## src/rtl/ecc_agg_pkg.sv

```systemverilog
package ecc_agg_pkg;

  // Classification of one incoming sector result.
  typedef struct packed {
    logic uncorr;     // effective uncorrectable (decoder flag or over strength)
    logic corrected;  // correctable with at least one flipped bit
    logic over;       // stored count above the warning threshold
    logic sig;        // raw count equals the erased-page field value
  } sec_class_t;

  // Status vector bit positions.
  localparam int ST_CORR = 0;
  localparam int ST_UNC  = 1;
  localparam int ST_OVER = 2;

endpackage

```

## src/rtl/ecc_sector_eval.sv

```systemverilog
module ecc_sector_eval
  import ecc_agg_pkg::*;
#(
  parameter int CNT_W     = 5,
  parameter int STR_W     = 3,
  parameter int THR_W     = 4,
  parameter int SIG_FIELD = 1
) (
  input  logic [CNT_W-1:0] raw_count,
  input  logic             raw_uncorr,
  input  logic [STR_W-1:0] strength_code,
  input  logic [THR_W-1:0] threshold,
  output logic [CNT_W-1:0] store_count,
  output sec_class_t       cls
);

  localparam int LIM_W = CNT_W + 1;

  logic [LIM_W-1:0] limit;
  logic             eff_unc;

  always_comb begin
    limit       = LIM_W'((32'(strength_code) + 32'd1) * 32'd2);
    eff_unc     = raw_uncorr | (LIM_W'(raw_count) > limit);
    store_count = eff_unc ? {CNT_W{1'b1}} : raw_count;
    cls.uncorr    = eff_unc;
    cls.corrected = ~eff_unc & (raw_count != '0);
    cls.over      = LIM_W'(store_count) > LIM_W'(threshold);
    cls.sig       = raw_count == CNT_W'(SIG_FIELD);
  end

endmodule

```

## src/rtl/ecc_count_store.sv

```systemverilog
module ecc_count_store #(
  parameter int SECTORS = 4,
  parameter int CNT_W   = 5,
  localparam int IDX_W  = (SECTORS > 1) ? $clog2(SECTORS) : 1
) (
  input  logic                     clk,
  input  logic                     rst_n,
  input  logic                     clr,
  input  logic                     wr_en,
  input  logic [IDX_W-1:0]         wr_idx,
  input  logic [CNT_W-1:0]         wr_count,
  output logic [SECTORS*CNT_W-1:0] packed_q,
  output logic [SECTORS-1:0]       got_q
);

  for (genvar g = 0; g < SECTORS; g++) begin : g_sec
    logic [CNT_W-1:0] cnt_q, cnt_d;
    logic             got_r, got_d;
    logic             en;

    always_comb begin
      en    = clr | (wr_en & (wr_idx == IDX_W'(g)));
      cnt_d = clr ? '0 : wr_count;
      got_d = ~clr;
    end

    always_ff @(posedge clk or negedge rst_n) begin
      if (!rst_n) begin
        cnt_q <= '0;
        got_r <= 1'b0;
      end else if (en) begin
        cnt_q <= cnt_d;
        got_r <= got_d;
      end
    end

    assign packed_q[g*CNT_W +: CNT_W] = cnt_q;
    assign got_q[g]                   = got_r;
  end

endmodule

```

## src/rtl/ecc_page_flags.sv

```systemverilog
module ecc_page_flags
  import ecc_agg_pkg::*;
#(
  parameter int CNT_W = 5
) (
  input  logic             clk,
  input  logic             rst_n,
  input  logic             clr,
  input  logic             upd,
  input  sec_class_t       cls,
  input  logic [CNT_W-1:0] store_count,
  output logic [2:0]       status,
  output logic [CNT_W-1:0] max_q,
  output logic             sig_q,
  output logic             irq_thr_q,
  output logic             irq_fat_q
);

  logic             unc_q, corr_q, over_q;
  logic             unc_d, corr_d, over_d, sig_d;
  logic [CNT_W-1:0] max_d;
  logic             irq_thr_d, irq_fat_d;
  logic             flag_en;

  always_comb begin
    flag_en   = clr | upd;
    unc_d     = unc_q;
    corr_d    = corr_q;
    over_d    = over_q;
    sig_d     = sig_q;
    max_d     = max_q;
    irq_thr_d = 1'b0;
    irq_fat_d = 1'b0;
    if (clr) begin
      unc_d  = 1'b0;
      corr_d = 1'b0;
      over_d = 1'b0;
      sig_d  = 1'b1;
      max_d  = '0;
    end else if (upd) begin
      unc_d     = unc_q | cls.uncorr;
      corr_d    = corr_q | cls.corrected;
      over_d    = over_q | cls.over;
      sig_d     = sig_q & cls.sig;
      max_d     = (store_count > max_q) ? store_count : max_q;
      irq_thr_d = cls.over & ~over_q;
      irq_fat_d = cls.uncorr & ~unc_q;
    end
  end

  always_ff @(posedge clk or negedge rst_n) begin
    if (!rst_n) begin
      unc_q  <= 1'b0;
      corr_q <= 1'b0;
      over_q <= 1'b0;
      sig_q  <= 1'b0;
      max_q  <= '0;
    end else if (flag_en) begin
      unc_q  <= unc_d;
      corr_q <= corr_d;
      over_q <= over_d;
      sig_q  <= sig_d;
      max_q  <= max_d;
    end
  end

  always_ff @(posedge clk or negedge rst_n) begin
    if (!rst_n) begin
      irq_thr_q <= 1'b0;
      irq_fat_q <= 1'b0;
    end else begin
      irq_thr_q <= irq_thr_d;
      irq_fat_q <= irq_fat_d;
    end
  end

  always_comb begin
    status          = '0;
    status[ST_CORR] = corr_q;
    status[ST_UNC]  = unc_q;
    status[ST_OVER] = over_q;
  end

endmodule

```

## src/rtl/ecc_page_status.sv

```systemverilog
module ecc_page_status
  import ecc_agg_pkg::*;
#(
  parameter int SECTORS   = 4,
  parameter int CNT_W     = 5,
  parameter int STR_W     = 3,
  parameter int THR_W     = 4,
  parameter int SIG_FIELD = 1,
  localparam int IDX_W    = (SECTORS > 1) ? $clog2(SECTORS) : 1
) (
  input  logic                     clk,
  input  logic                     rst_n,
  input  logic                     page_start,
  input  logic                     sec_valid,
  input  logic [IDX_W-1:0]         sec_idx,
  input  logic [CNT_W-1:0]         sec_count,
  input  logic                     sec_uncorr,
  input  logic [STR_W-1:0]         cfg_strength,
  input  logic [THR_W-1:0]         cfg_threshold,
  output logic [SECTORS*CNT_W-1:0] packed_counts,
  output logic [CNT_W-1:0]         max_count,
  output logic [2:0]               page_status,
  output logic                     page_open,
  output logic                     erased_page,
  output logic                     irq_threshold,
  output logic                     irq_fatal
);

  // Reset: asserted asynchronously, released on a clock edge.
  logic rst_meta_q, rst_core_n;
  always_ff @(posedge clk or negedge rst_n) begin
    if (!rst_n) begin
      rst_meta_q <= 1'b0;
      rst_core_n <= 1'b0;
    end else begin
      rst_meta_q <= 1'b1;
      rst_core_n <= rst_meta_q;
    end
  end

  logic [CNT_W-1:0]   store_count;
  sec_class_t         cls;
  logic [SECTORS-1:0] got_mask, got_after;
  logic               idx_ok, accept, open_q, open_d, open_en;
  logic               sig_ok;

  ecc_sector_eval #(
    .CNT_W(CNT_W), .STR_W(STR_W), .THR_W(THR_W), .SIG_FIELD(SIG_FIELD)
  ) u_eval (
    .raw_count    (sec_count),
    .raw_uncorr   (sec_uncorr),
    .strength_code(cfg_strength),
    .threshold    (cfg_threshold),
    .store_count  (store_count),
    .cls          (cls)
  );

  always_comb begin
    idx_ok    = 32'(sec_idx) < SECTORS;
    accept    = sec_valid & open_q & ~page_start & idx_ok & ~got_mask[sec_idx];
    got_after = got_mask | (SECTORS'(1) << sec_idx);
    open_en   = page_start | accept;
    open_d    = page_start ? 1'b1 : ~(&got_after);
  end

  always_ff @(posedge clk or negedge rst_core_n) begin
    if (!rst_core_n)  open_q <= 1'b0;
    else if (open_en) open_q <= open_d;
  end

  ecc_count_store #(.SECTORS(SECTORS), .CNT_W(CNT_W)) u_store (
    .clk     (clk),
    .rst_n   (rst_core_n),
    .clr     (page_start),
    .wr_en   (accept),
    .wr_idx  (sec_idx),
    .wr_count(store_count),
    .packed_q(packed_counts),
    .got_q   (got_mask)
  );

  ecc_page_flags #(.CNT_W(CNT_W)) u_flags (
    .clk        (clk),
    .rst_n      (rst_core_n),
    .clr        (page_start),
    .upd        (accept),
    .cls        (cls),
    .store_count(store_count),
    .status     (page_status),
    .max_q      (max_count),
    .sig_q      (sig_ok),
    .irq_thr_q  (irq_threshold),
    .irq_fat_q  (irq_fatal)
  );

  assign page_open   = open_q;
  assign erased_page = ~open_q & (&got_mask) & sig_ok & page_status[ST_UNC];

endmodule

```

## config.mk

```make
export PLATFORM = sky130hd
export DESIGN_NAME = ecc_page_status
export DESIGN_NICKNAME = d
export VERILOG_FILES = /design/src/rtl/ecc_agg_pkg.sv /design/src/rtl/ecc_sector_eval.sv /design/src/rtl/ecc_count_store.sv /design/src/rtl/ecc_page_flags.sv /design/src/rtl/ecc_page_status.sv
export SDC_FILE = /design/constraint.sdc
export NUM_CORES = 1
export LEC_CHECK = 0
export ABC_AREA = 1
export CAP_MARGIN = 20
export CORE_ASPECT_RATIO = 0.9
export CORE_UTILIZATION = 27
export DETAILED_ROUTE_END_ITERATION = 8
export DONT_BUFFER_PORTS = 1
export PLACE_DENSITY = 0.36
export SLEW_MARGIN = 20
export SYNTH_ARGS = -nofsm -noshare
export SYNTH_HDL_FRONTEND = slang
export SYNTH_SLANG_ARGS = --single-unit
export TNS_END_PERCENT = 1
```

## constraint.sdc

```tcl
create_clock -name clk -period 2.4 [get_ports clk]
set_input_delay 0.36 -clock clk [delete_from_list [all_inputs] [get_ports clk]]
set_output_delay 0.36 -clock clk [all_outputs]
set_load 0.1 [all_outputs]
```

**Word level (Yosys, flattened, before mapping)**

Cells that the tools add are included.
Widths: inputs -> output; s select.

- Register bits: 38
- Input bits: 19
- Output and inout port bits: 32
- Word-level logic and storage cells: 87

- Add/sub/neg operators: 1
- $lt $le $gt $ge: 4
- Eq/ne operators: 4
- Shift-type cells: 1
- Multiplexer cells: 20
- Bitwise logic cells: 31
- Reduce and logical (&&, ||, !) cells: 8

Operators by type and width:

| kind | number |
|---|---|
| $mux 5 | 5 |
| $and 1x1->1 | 14 |
| $mux 1 | 14 |
| $or 1x1->1 | 9 |
| $reduce_and 4->1 | 2 |
| $not 1->1 | 7 |
| $gt 5x6->1 | 1 |
| $eq 5x1->1 const B | 1 |
| $gt 5x4->1 | 1 |
| $gt 5x5->1 | 1 |
| $reduce_bool 5->1 | 1 |
| $add 3x1->4 const B | 1 |
| $eq 2x2->1 const B | 2 |
| $or 4x4->4 | 1 |
| $reduce_bool 2->1 | 2 |
| $shl 1x2->4 const A | 1 |
| $lt 2x3->1 const B | 1 |
| $reduce_and 3->1 | 1 |
| $bmux 1 s2 | 1 |
| $eq 2x1->1 const B | 1 |
| $logic_not 2->1 | 1 |
| $reduce_and 2->1 | 1 |

**Depth between registers and ports, before layout**

Gate-level depths: netlist of the first run.

- Depth after elaboration: 8
- Mapped depth: 22
- Gate-level depth less buffers: 22

**By module**

A second synthesis of the first run with hierarchy kept.

- Cells, all modules: 286
- Area total of the unflattened synthesis: 2,274.7 um2

Modules (own cells, without submodules):

| module | times used | cells an instance | area an instance (um2) | seq. area each (um2) |
|---|---|---|---|---|
| ecc_count_store | 1 | 123 | 1,062.3 | 600.6 |
| ecc_page_flags | 1 | 68 | 621.8 | 275.3 |
| ecc_sector_eval | 1 | 55 | 342.8 | 0.0 |
| ecc_page_status | 1 | 40 | 247.7 | 75.1 |

**Worst setup path after synthesis of the first run**

Ideal clock, no wire load.

- Path type: input to register
- From: input port cfg_strength[0]
- To: register u_flags.max_q[0]
- Library setup time: 0.121 ns
- Arrival: 2.501 ns
- Required time: 2.279 ns
- Setup slack: -0.222 ns
- Stages: 19
- Buffers on the path: 0
- Path through: ha_1 xnor2_1 ha_1 nand2_1 nand2_1 nand2_1 nand3_1 nand2_1 nand2_1 inv_1 nand2_1 ha_1 inv_1 nor3_1 nand2_1 nand4_1 nand3_2 nand3_1 nand2_1

- Cells in the longest elaborated chain, start to end: 7
- Elaborated cells between the ends (all ways): 10
- Classes of those cells: 1 x add/sub; 2 x order compare; 4 x mux; 1 x bitwise; 2 x reduce/logical

RTL lines:

| item | RTL line | RTL |
|---|---|---|
| start: declaration | ecc_page_status.sv:18 | `input logic [STR_W-1:0] cfg_strength,` |
| $add 3x1->4 (*) | ecc_sector_eval.sv:23 | `limit = LIM_W'((32'(strength_code) + 32'd1) * 32'd2);` |
| $gt 5x6->1 (*) | ecc_sector_eval.sv:24 | `eff_unc = raw_uncorr \| (LIM_W'(raw_count) > limit);` |
| $or 1x1->1 (*) | ecc_sector_eval.sv:24 |  |
| $mux 5 (*) | ecc_sector_eval.sv:25 | `store_count = eff_unc ? {CNT_W{1'b1}} : raw_count;` |
| $gt 5x5->1 / $mux 5 (equally long branches) | ecc_page_flags.sv:45 | `max_d = (store_count > max_q) ? store_count : max_q;` |
| $reduce_bool 2->1 (no line) / $mux 5 (equally long branches) | n/a |  |
| $reduce_and 3->1 (no line) / $mux 5 (equally long branches) | n/a |  |
| end signal: assignment | ecc_page_flags.sv:63 | `max_q <= max_d;` |
| end: declaration | ecc_page_flags.sv:13 | `output logic [CNT_W-1:0] max_q,` |

Mark *: on every way between the ends. The rest lies on a longest branch, timed or not. The select of a mux whose other input is x is not followed.
A chain may end at the register's enable or synchronous reset.

**Worst setup path after layout of the first run**

Same ends and word-level chain as after synthesis.

==> results of run 1 <==
==> per-layer routing <==
| metal | up-vias | routed length, um | global-route usage, % |
|---|---|---|---|
| li1 | 886 | - | - |
| met1 | 775 | 2620 | 18.8 |
| met2 | 31 | 2380 | 20.4 |
| met3 | 6 | 344 | 4.30 |
| met4 | 0 | 40 | 3.66 |
| met5 | - | 0 | 0 |
==> where the power goes <==
group	internal (W)	total [W]	switching (W)
Sequential	0.000694	0.000999	0.000305
Clock	0.000444	0.000679	0.000236
Combinational	0.000142	0.000478	0.000336
Total	0.00128	0.00216	0.000877
==> timing repair <==
item,in CTS,in global routing
gates resized for setup,13,18
pin swaps,1,17
endpoints found under the setup margin,5,7
hold endpoints to repair,2,0
buffers inserted,0,1
hold buffers,1,0
==> cells in the final DEF, fill, tap and decap left out, drive strengths merged <==
cell         count
nand2           86
inv             43
dfrtp           38
nand3           38
buf             24
ha              14
nor2            11
nand4            8
o21ai            6
clkbuf           6
a21oi            5
bufinv           2
xnor2            1
clkinv           1
and2             1
nor3             1
o21bai           1
o2111ai          1
o211ai           1
dlygate4sd3      1
conb             1
==> critical path, delay by kind of cell <==
| kind | cells | cell delay [ns] |
|---|---|---|
| xor gates and xnor gates | 1 | 0.12 |
| adders and majority gates | 3 | 0.72 |
| and+or+nand+nor | 14 | 1.23 |
| buffers and inverters | 1 | 0.10 |
==> final timing paths <==
path                                               from                            endpoint  slack, ns  cells past startpoint
max reg2reg                u_flags.max_q[3]$_DFFE_PN0P_        u_flags.max_q[0]$_DFFE_PN0P_       0.84                      9
min in group asynchronous          rst_core_n$_DFF_PN0_  u_store.g_sec[1].got_r$_DFFE_PN0P_       0.30                      1
min                                          page_start           u_flags.unc_q$_DFFE_PN0P_       0.12                      1
max in group asynchronous          rst_core_n$_DFF_PN0_        u_flags.max_q[4]$_DFFE_PN0P_       1.78                      1
min reg2reg                        rst_core_n$_DFF_PN0_  u_store.g_sec[1].got_r$_DFFE_PN0P_       0.30                      1
max                                     cfg_strength[0]        u_flags.max_q[0]$_DFFE_PN0P_       0.05                     19
==> cell type report <==
class,instances,area (um2),share of cell area [%]
flip-flops and latches,38,951,34.8
repair buffers,25,194,7.11
multi-input cells,175,1140,41.8
clock inverters,2,60.1,2.20
inverters,44,180,6.60
well taps,96,120,4.40
clock buffers,6,82.6,3.03
==> per-stage QoR <==
step	setup WS, ns	setup TNS, ns	total power (W)
floorplan	-0.189	-0.944	0.00134
global placement	-0.331	-2.11	0.00145
detailed placement	-0.368	-2.34	0.00144
CTS	0.00321	0	0.00215
global route	-0.0769	-0.381	0.00225
finish	0.0508	0	0.00216
==> sequential cells by signal (all words and copies together) (netlist names) <==
signal               flops
u_store.g_sec.cnt_q     20
u_flags.sig_q            1
rst_meta_q               1
page_open                1
u_flags.over_q           1
u_flags.max_q            5
rst_core_n               1
u_flags.irq_fat_q        1
u_store.g_sec.got_r      4
u_flags.corr_q           1
u_flags.unc_q            1
u_flags.irq_thr_q        1
==> kinds of logic (layout without fill, tap and decap cells) <==
group           after synthesis  count (layout)  synth area share, %
xor+xnor                      1               1                0.409
flops                        38              38                 44.4
simple gates                145             145                 32.0
fa+ha+maj                    14              14                 8.18
compound gates               14              14                 3.86
other cells                   1               1                0.175
buf+inv                      52              77                 11.0
==> results.txt, run 1 <==
* Horizontal die dimension: about 96 um
- DR WL/cell: approximately 14 um
- Placed Instance Area: roughly 2400 um2
* Standard cell with the maximum stage delay on the critical path: sky130_fd_sc_hd__ha_1
- Die Footprint: 8290 um2
- Post-Synthesis Cells: roughly 270
* Power density normalized to cell area: 790 nW/um2
- Across the VDD grid, the largest voltage drop is about 0.00027 V.
- Counting flops with an async set or reset pin after synthesis yields a share of 100%.
* Leading cell type by number of instances after synthesis: sky130_fd_sc_hd__nand2_1
- WL final: between 5000 and 6000 um
* Antenna Cells: 0
- The count of nets left with antenna violations once routing finished came out at 0.
- Hold is met by about 0.12 ns.
- The cell area that synthesis handed to floorplanning was ~2100 um2.
- Of the cells placed in the final design, the portion with a size suffix greater than 1 is around a quarter.
- Via count: between 1,500 and 2,000
- Walking the worst path, the cells encountered are ha_4, xnor2_1, ha_1, nand2_1, nand2_1, nand2_1, nand3_1, nand2_1, nand2_2, clkinv_4, nand2_4, ha_4, nand2_4, nor3_4, nand2_2, nand4_1, nand3_4, nand3_2, nand2_1.
- The smallest clock period supported by the final layout is computed as approximately 2.3 ns.
- Leading register cell type out of synthesis: sky130_fd_sc_hd__dfrtp_1
- Via density per instance: 4.40
* Number of register bits inferred by synthesis: 38
- RePlAce Congestion: between 0.7 and 0.8
* Final number of max-transition violations: 0
- Compared with the post-synthesis result, the final layout area differs by 27.4%.
- CTS H-tree depth: 2
- The layout has ~800 filler cells.
- In this run the tool buffered the top-level ports with 0 buffer cells.
* Crit-path max FO: 5
- Synth Net Count: 298
- In the routed design, unresolved DRC markers number 0.
* Critical path capture point type: flip-flop
* Root Buffer: sky130_fd_sc_hd__clkbuf_8
* Largest net degree at the start of global routing: 38
- Number of DRC markers in iteration 0: 50
- Starting Density: 28.1%
* Seq/Total Area, Yosys: 44.4%
- For this run, the slowest stage of the critical path takes approximately 0.3 ns.
- Summed over its instances, the top area cell type makes up 44.4% of the synthesized netlist area.
* Reported max-cap violation count: 0
- EDFF count, synth: 0
* Endpoints failing setup: 0
- Cells fill 35.8% of the core in the end.
* Average size of a mapped cell: 8.08 um2
- Derived from the worst setup path, the maximum achievable clock frequency is 0.426 GHz.
* Critical path required time: 2.58 ns
- The final critical path takes up between 90% and 100% of the cycle.
- The tree built by TritonCTS fans out to 38 sinks.
- Worst-case clock buffer depth: 2
* Worst Max-Slew Pin Slew: approximately 0.91 ns
* Final cell area excluding filler cells: 2730 um2
- Leakage power: ~1.4 nW
* Number of library cell types mapped by synthesis: 30
- At the later pin of the worst-skew pair, clock insertion delay measures approximately 0.29 ns.
- Unrepaired setup endpoints after global routing: yes
* Rows: 30
* Total Routing Usage GR: a little over an eighth
- Hold violation total from the final report: 0
- The commonest cells after synthesis are 80 x sky130_fd_sc_hd__nand2_1, 41 x sky130_fd_sc_hd__inv_1, 38 x sky130_fd_sc_hd__dfrtp_1.
- The die is 86.5 um tall.
- Relative max-transition margin: 39.5%
- Non-Filler Instances: roughly 390
- Hold/Removal Path Class: primary input to flip-flop
- Wire length of the first global-routing pass: between 8000 and 9000 um
- Cell type contributing the most total cell area after synthesis: sky130_fd_sc_hd__dfrtp_1
- Result of the run: finished clean
- Critical Path AT: around 2.5 ns
- The number of antenna violations at the first check in global routing came to 0.
* Global route total overflow: 0
- Number of iterations in the first detailed-routing pass: 4
- By area the synthesized netlist is led by sky130_fd_sc_hd__dfrtp_1 44%, sky130_fd_sc_hd__nand2_1 14%, sky130_fd_sc_hd__nand3_1 8.4%, sky130_fd_sc_hd__ha_1 8.2%, sky130_fd_sc_hd__inv_1 7.2%.
* Area of the placeable core: around 7600 um2
* HPWL after DPL: just under 4000 um
- Most common cell on crit path: sky130_fd_sc_hd__nand2_1
- The worst setup path is of the primary input to flip-flop kind.
* Largest clock skew in the final design: between 0.002 and 0.003 ns
- Pin placement for this block handled between 50 and 60 I/O pins.
- Count of yosys warnings during synthesis: 0
* Number of nets at the end of the flow: 322
- Clock transition at the registers of the reported paths: 0.08 ns
- Clock tree synthesis inserted a total of 5 buffers.
* Element type at the critical path start: primary input
- Number of placed instances, taps included: around 380
* Vias in the first global route: 1,658
- TritonCTS built the clock tree.
No activity file was read; power rests on OpenSTA's default activity.
==> inputs of run 2 (changes only) <==
Settings changed: REMOVE_ABC_BUFFERS set to 1.
==> results.txt, run 2 (synthesized netlist as in run 1, its figures left out) <==
- Area of the placeable core: 7620 um2 (unchanged)
- The total half-perimeter wirelength after legalization and detailed placement is 3900 um (+1.1%).
- Horizontal die dimension: 95.9 um (unchanged)
* Vias in the first global route: 1,717 (+3.6%)
* Classification of the worst setup path: primary input to flip-flop
- Element type at the critical path start: primary input
- Critical Path AT: 2.55 ns (+0.02 ns)
- The hold violation total from the final report is 0 (unchanged).
* Most used cells in the layout excluding fill and tap cells: 71 x sky130_fd_sc_hd__nand2_1, 39 x sky130_fd_sc_hd__inv_1, 38 x sky130_fd_sc_hd__dfrtp_1
* Via count: 1,750 (+3.1%)
- The post-route antenna net violation count was 0 (unchanged).
- Num Clock Sinks: 38 (unchanged)
* Number of nets at the end of the flow: 324 (+0.62%)
- The number of buffers on the longest clock path came to 2 (unchanged).
- The post-detailed-route via-to-cell ratio was 4.51 (+2.5%).
- Number of placed instances, taps included: 379 (+0.80%)
* Total area of multi-input combinational cells: 1120 um2 (-1.8%)
- Relative max-transition margin: 39.6% (+0.094 points)
- Clock tree from TritonCTS: built
- Setup repair after global routing could not meet its margin everywhere.
- RePlAce Congestion: 0.754 (-3.7%)
- Largest reg by FF count: u_store.g_sec.cnt_q
- The clock latency on the worst-skew pair came to 0.29 ns (about the same).
* WL final: 5400 um (+0.33%)
* Initial antenna violation count: 0 (unchanged)
- The library cell used most frequently in the layout, excluding fill and tap cells, is sky130_fd_sc_hd__nand2_1.
- STA classifies the critical path endpoint as a flip-flop.
- Port buffer count: 0 (unchanged)
- CTS H-tree depth: 2 (unchanged)
- The residual DRC count is 0 (unchanged).
* Starting Density: 28.1% (unchanged)
* Registers with the most flip-flops: u_store.g_sec.cnt_q (20), u_flags.max_q (5), u_store.g_sec.got_r (4)
* Clock transition at the registers of the reported paths: 0.07 ns (about the same)
- The leftover overflow at the end of global routing is 0 (unchanged).
- The part of the cycle the worst path needs was 98.6% (+0.75 points).
- The total CTS buffers is 5 (unchanged).
- Leakage power: 1.45 nW (about the same)
- The flip-flop count of the largest register, all copies and words added is 20 (unchanged).
- The final cell count without fillers came to 388 (+0.52%).
- The flow ran to the end, and the final reports show no timing, DRC or antenna violations.
- Critical Path Start: cfg_strength[0]
- Maximum achievable frequency: 0.422 GHz (-0.77%)
- Number of fillers in the final layout: 823 (+3.1%)
* Root Buffer: sky130_fd_sc_hd__clkbuf_8
- Largest net degree at the start of global routing: 38 (unchanged)
- Post-CTS setup buffer count: 0 (unchanged)
- The overall die area was 8290 um2 (unchanged).
- # IOs: 51 (unchanged)
- The setup-violating endpoint count in the final report was 0 (unchanged).
* Power density normalized to cell area: 749 nW/um2 (-5.2%)
* Period minus WS final: 2.37 ns (+0.0181 ns)
* Worst Max-Slew Pin Slew: 0.907 ns (-0.00140 ns)
- The max-cap check violation count is 0 (unchanged).
* Area of all sequential standard cells: 951 um2 (unchanged)
- The worst clock skew is 0.00333 ns (+0.000830 ns).
- RR Startpoint: u_flags.max_q[4]$_DFFE_PN0P_
- Number of iterations in the first detailed-routing pass: 4 (unchanged)
- The total count of max-transition violations in the final report is 0 (unchanged).
* Crit-path max FO: 5 (unchanged)
* Total Routing Usage GR: 14.0% (+0.40 points)
- The post-route cell area came to 2710 um2 (-0.83%).
- The post-detailed-route wirelength per cell came to 13.9 um (-0.18%).
- The startpoint identified for the worst hold timing path is page_start.
* Area added between synthesis and finish: 26.3%
* Placed Instance Area: 2410 um2 (+1.2%)
- Hold/Removal Path Class: primary input to flip-flop
- The fraction of layout instances using a drive strength above 1 came to 26.0% (+0.85 points).
- Rows: 30 (unchanged)
- Highest ir drop seen on vdd: 0.000285 V (+4.9%)
- Die span in y: 86.5 um (unchanged)
- Critical path required time: 2.58 ns (about the same)
- Antenna Cells: 0 (unchanged)
- Number of DRC markers in iteration 0: 91 (+82%)
- Wire length of the first global-routing pass: 8590 um (+3.5%)
run 2: power breakdown:
| part | switching (W) | internal, W | total, W |
|---|---|---|---|
| Sequential | 0.000247 | 0.000695 | 0.000942 |
| Clock | 0.000231 | 0.000306 | 0.000537 |
| Combinational | 0.000396 | 0.000151 | 0.000548 |
run 2: through the flow:
stage / worst slack [ns] / power, W / util [%] / TNS [ns] / hold slack, ns
6_report: 0.0327 / 0.00203 / 35.5 / 0 / 0.114
5_1_grt: -0.115 / 0.00214 / 35.5 / -0.631 / 0.0946
4_1_cts: 0.0227 / 0.00202 / 33.3 / 0 / 0.111
3_5_place_dp: -0.363 / 0.00146 / 31.7 / -2.44 / 0.0644
3_3_place_gp: -0.402 / 0.00146 / 31.7 / -2.60 / 0.0645
2_1_floorplan: -0.338 / 0.00133 / - / -1.50 / 0.0644
run 2: metal layers:
metal | part of all wire, % | wire length (um) | track usage [%]
met1 | 47 | 2530 | 18.8
met2 | 44 | 2400 | 21.2
met3 | 7.4 | 402 | 4.56
met4 | 1.2 | 66 | 4.48
met5 | 0 | 0 | 0
run 2: final cells by class:
type,count,area share (%)
Inverter,44,6.66
Multi-Input combinational cell,175,41.4
Timing Repair Buffer,27,8.32
Tap cell,96,4.44
Clock buffer,5,2.54
Clock inverter,3,1.48
Sequential cell,38,35.1
run 2: final timing paths:
check                                                         to  slack (ns)  cells after the start
min in group asynchronous  u_store.g_sec[2].cnt_q[0]$_DFFE_PN0P_        0.29                      1
max in group asynchronous           u_flags.max_q[2]$_DFFE_PN0P_        1.77                      1
hold reg to reg            u_store.g_sec[2].cnt_q[0]$_DFFE_PN0P_        0.29                      1
hold / removal                        u_flags.over_q$_DFFE_PN0P_        0.11                      1
setup reg to reg                    u_flags.max_q[3]$_DFFE_PN0P_        0.83                      9
setup / recovery                    u_flags.max_q[3]$_DFFE_PN0P_        0.03                     19
run 2: worst max-delay path, stage by stage:
cell                       delay [ns]
sky130_fd_sc_hd__ha_4            0.14
sky130_fd_sc_hd__xnor2_2         0.12
sky130_fd_sc_hd__ha_1            0.32
sky130_fd_sc_hd__nand2_1         0.07
sky130_fd_sc_hd__nand2_1         0.05
sky130_fd_sc_hd__nand2_1         0.05
sky130_fd_sc_hd__nand3_1         0.07
sky130_fd_sc_hd__nand2_1         0.10
sky130_fd_sc_hd__nand2_2         0.08
sky130_fd_sc_hd__clkinv_4        0.09
sky130_fd_sc_hd__nand2_4         0.06
sky130_fd_sc_hd__ha_4            0.28
sky130_fd_sc_hd__nand2_4         0.06
sky130_fd_sc_hd__nor3_4          0.17
sky130_fd_sc_hd__nand2_1         0.09
sky130_fd_sc_hd__nand4_1         0.13
sky130_fd_sc_hd__nand3_4         0.14
sky130_fd_sc_hd__nand3_2         0.09
sky130_fd_sc_hd__nand2_1         0.06
run 2: timing repair:
item                       4_1_cts  5_1_grt
hold endpoints to repair         2        0
setup endpoints to repair        7        7
hold buffers                     1        0
pin swaps                        0       21
gates resized for setup          2       34
==> inputs of run 3 (changes only) <==
Settings changed: PLACE_DENSITY 0.36 to not set.
==> results.txt, run 3 (synthesized netlist as in run 1, its figures left out) <==
- Setup Total Neg Slack: 0 ns (unchanged)
- DR WL/cell: 14.2 um (+1.7%)
- The cell-internal power is 0.00127 W (+9.8%).
* Clock insertion delay at the later pin of the skew report: 0.30 ns (about the same)
- The overall die area came to 8290 um2 (unchanged).
* Number of nets at the end of the flow: 329 (+1.5%)
* Final worst path period share: 94.9% (-3.7 points)
* Most used cells in the layout excluding fill and tap cells: 73 x sky130_fd_sc_hd__nand2_1, 38 x sky130_fd_sc_hd__inv_1, 38 x sky130_fd_sc_hd__dfrtp_1
- Most common cell on crit path: sky130_fd_sc_hd__nand2_1
- Via count: 1,832 (+4.7%)
- Top Family by Delay on Critical Path: simple AND/OR/NAND/NOR gates
* Clk pwr share: 30.6% (+4.1 points)
- Share of cells above drive strength 1: 28.3% (+2.3 points)
* Rows: 30 (unchanged)
* Flip-flop count of the largest register, all copies and words added: 20 (unchanged)
* WL final: 5570 um (+3.1%)
- Power density normalized to cell area: 769 nW/um2 (+2.7%)
- Registers with the most flip-flops: u_store.g_sec.cnt_q (20), u_flags.max_q (5), u_store.g_sec.got_r (4)
- Endpoints failing setup: 0 (unchanged)
* Met1 routed wirelength after detailed routing: 2370 um (-6.6%)
- Total DRC errors in the routed layout: 0 (unchanged)
- The leftover overflow at the end of global routing was 0 (unchanged).
- Sequential cell fraction of total power: 45.4% (-1.1 points)
- The slowest stage of the critical path belongs to the cell sky130_fd_sc_hd__ha_1.
* Critical path required time: 2.59 ns (about the same)
* # IOs: 51 (unchanged)
* Die span in y: 86.5 um (unchanged)
- The detailed router used layers up to and including met4.
- Root Buffer: sky130_fd_sc_hd__clkbuf_8
* Wire length of the first global-routing pass: 9200 um (+7.1%)
- Reported max-cap violation count: 0 (unchanged)
- Classification of the worst setup path: primary input to flip-flop
- Number of clock buffers inserted by TritonCTS: 5 (unchanged)
* Met3 WL: 552 um (+37%)
- Crit-path max FO: 5 (unchanged)
* Result of the run: finished clean
- HPWL after DPL: 3830 um (-1.9%)
- The post-detailed-route via-to-cell ratio was 4.66 (+3.4%).
- Setup repair after global routing could not meet its margin everywhere.
- The first-pass iteration count of the detailed router is 4 (unchanged).
- Worst-path cell chain: ha_4, xnor2_2, ha_1, nand2_1, nand2_1, nand2_1, nand3_2, nand2_2, nand2_4, clkinv_8, nand2_8, ha_4, inv_2, nor3_4, nand2_1, nand4_1, nand3_4, nand3_2, nand2_1
- The arrival time reported for the critical path endpoint was 2.46 ns (-0.09 ns).
- Non-Filler Instances: 393 (+1.3%)
- The final critical delay including setup and external delays was 2.28 ns (-0.0894 ns).
* Worst-case clock buffer depth: 2 (unchanged)
* Final number of max-transition violations: 0 (unchanged)
- Relative max-transition margin: 35.8% (-3.7 points)
* Antenna Cells: 0 (unchanged)
- Commonest non-fill, non-tap cell in the layout: sky130_fd_sc_hd__nand2_1
* Hold/Removal Path Class: primary input to flip-flop
- Switching Power: 0.000902 W (+3.1%)
- The core outline area was 7620 um2 (unchanged).
- Length of routed met2 wiring: 2620 um (+9.2%)
* Highest ir drop seen on vdd: 0.000251 V (-12%)
- Num Clock Sinks: 38 (unchanged)
- Crit path buffers/inverters: 2 (+1)
- The power share of the combinational group came to 24.1% (-2.9 points).
* Post-Place Setup Slack: -0.429 ns (-0.0660 ns)
- The worst clock skew came to 0.0107 ns (+0.00736 ns).
* Worst Max-Slew Pin Slew: 0.962 ns (+0.0555 ns)
- Leakage power: 1.47 nW (+1.6%)
- The placed instance count was 376 (-0.79%).
- The switching share of total power came to 41.6% (-1.6 points).
* Hold violation total from the final report: 0 (unchanged)
* Delay contributed by the slowest stage of the critical path: 0.30 ns (-0.02 ns)
- Number of DRC markers in iteration 0: 112 (+23%)
- Clock tree from TritonCTS: built
* Largest net degree at the start of global routing: 38 (unchanged)
- Post-route ant nets: 0 (unchanged)
* Clock transition at the registers of the reported paths: 0.08 ns (about the same)
- The width of the die is 95.9 um (unchanged).
- Maximum achievable frequency: 0.439 GHz (+3.9%)
* Largest reg by FF count: u_store.g_sec.cnt_q
- Area added between synthesis and finish: 31.5%
- The global-route total usage across every layer was 14.7% (+0.72 points).
* Vias in the first global route: 1,891 (+10%)
- RePlAce Congestion: 0.844 (+12%)
* Initial antenna violation count: 0 (unchanged)
- STA classifies the critical path startpoint as a primary input.
- Port buffer count: 0 (unchanged)
- STA classifies the critical path endpoint as a flip-flop.
- CTS H-tree depth: 2 (unchanged)
- Starting Density: 28.1% (unchanged)
- Final WS setup: 0.122 ns (+0.0894 ns)
==> run 3: what timing repair did <==
action / 4_1_cts / 5_1_grt
setup endpoints to repair: 6 / 11
buffers inserted: 8 / 1
gates resized for setup: 25 / 17
hold buffers: 1 / 0
hold endpoints to repair: 2 / 0
pin swaps: 12 / 14
==> run 3: through the flow <==
| step | utilization (%) | area [um2] | hold slack (ns) | total power [W] |
|---|---|---|---|---|
| 2_1_floorplan | - | 2080 | 0.0644 | 0.00133 |
| 3_3_place_gp | 31.4 | 2390 | 0.0645 | 0.00144 |
| 3_5_place_dp | 31.4 | 2390 | 0.0645 | 0.00144 |
| 4_1_cts | 35.8 | 2730 | 0.112 | 0.00216 |
| 5_1_grt | 37.0 | 2820 | 0.103 | 0.00227 |
| 6_report | 37.0 | 2820 | 0.120 | 0.00217 |
==> run 3: area by class of cell <==
type                            count  area, um2
Fill cell                         762       4800
Timing Repair Buffer               32        255
Tap cell                           96        120
Clock inverter                      3       68.8
Sequential cell                    38        951
Clock buffer                        5       68.8
Inverter                           44        188
Multi-Input combinational cell    175       1170
==> run 3: power by group through the flow <==
| stage | clock [W] | sequential (W) | combinational (W) |
|---|---|---|---|
| CTS | 0.000679 | 0.000985 | 0.000497 |
| detailed placement | 0 | 0.000997 | 0.000447 |
| global placement | 0 | 0.000997 | 0.000442 |
| finish | 0.000662 | 0.000983 | 0.000522 |
| global route | 0.000707 | 0.000992 | 0.000572 |
| floorplan | 0 | 0.00115 | 0.000180 |
==> run 3: final timing paths <==
path / start / end / slack [ns] / cells after the start
worst max-delay path: cfg_strength[0] / u_flags.max_q[2]$_DFFE_PN0P_ / 0.12 / 19
worst min-delay path: page_start / u_flags.corr_q$_DFFE_PN0P_ / 0.12 / 1
worst max register to register: u_flags.max_q[3]$_DFFE_PN0P_ / u_flags.max_q[1]$_DFFE_PN0P_ / 0.90 / 9
worst min register to register: rst_core_n$_DFF_PN0_ / u_store.g_sec[0].cnt_q[2]$_DFFE_PN0P_ / 0.30 / 1
max in group asynchronous: rst_core_n$_DFF_PN0_ / u_store.g_sec[2].got_r$_DFFE_PN0P_ / 1.76 / 1
min in group asynchronous: rst_n / rst_core_n$_DFF_PN0_ / 0.29 / 1
==> run 3: metal layers <==
metal / track usage, % / vias to the layer above
met4: 2.85 / 0
li1: - / 899
met2: 23.8 / 49
met1: 18.3 / 879
met3: 6.32 / 5
met5: 0 / -
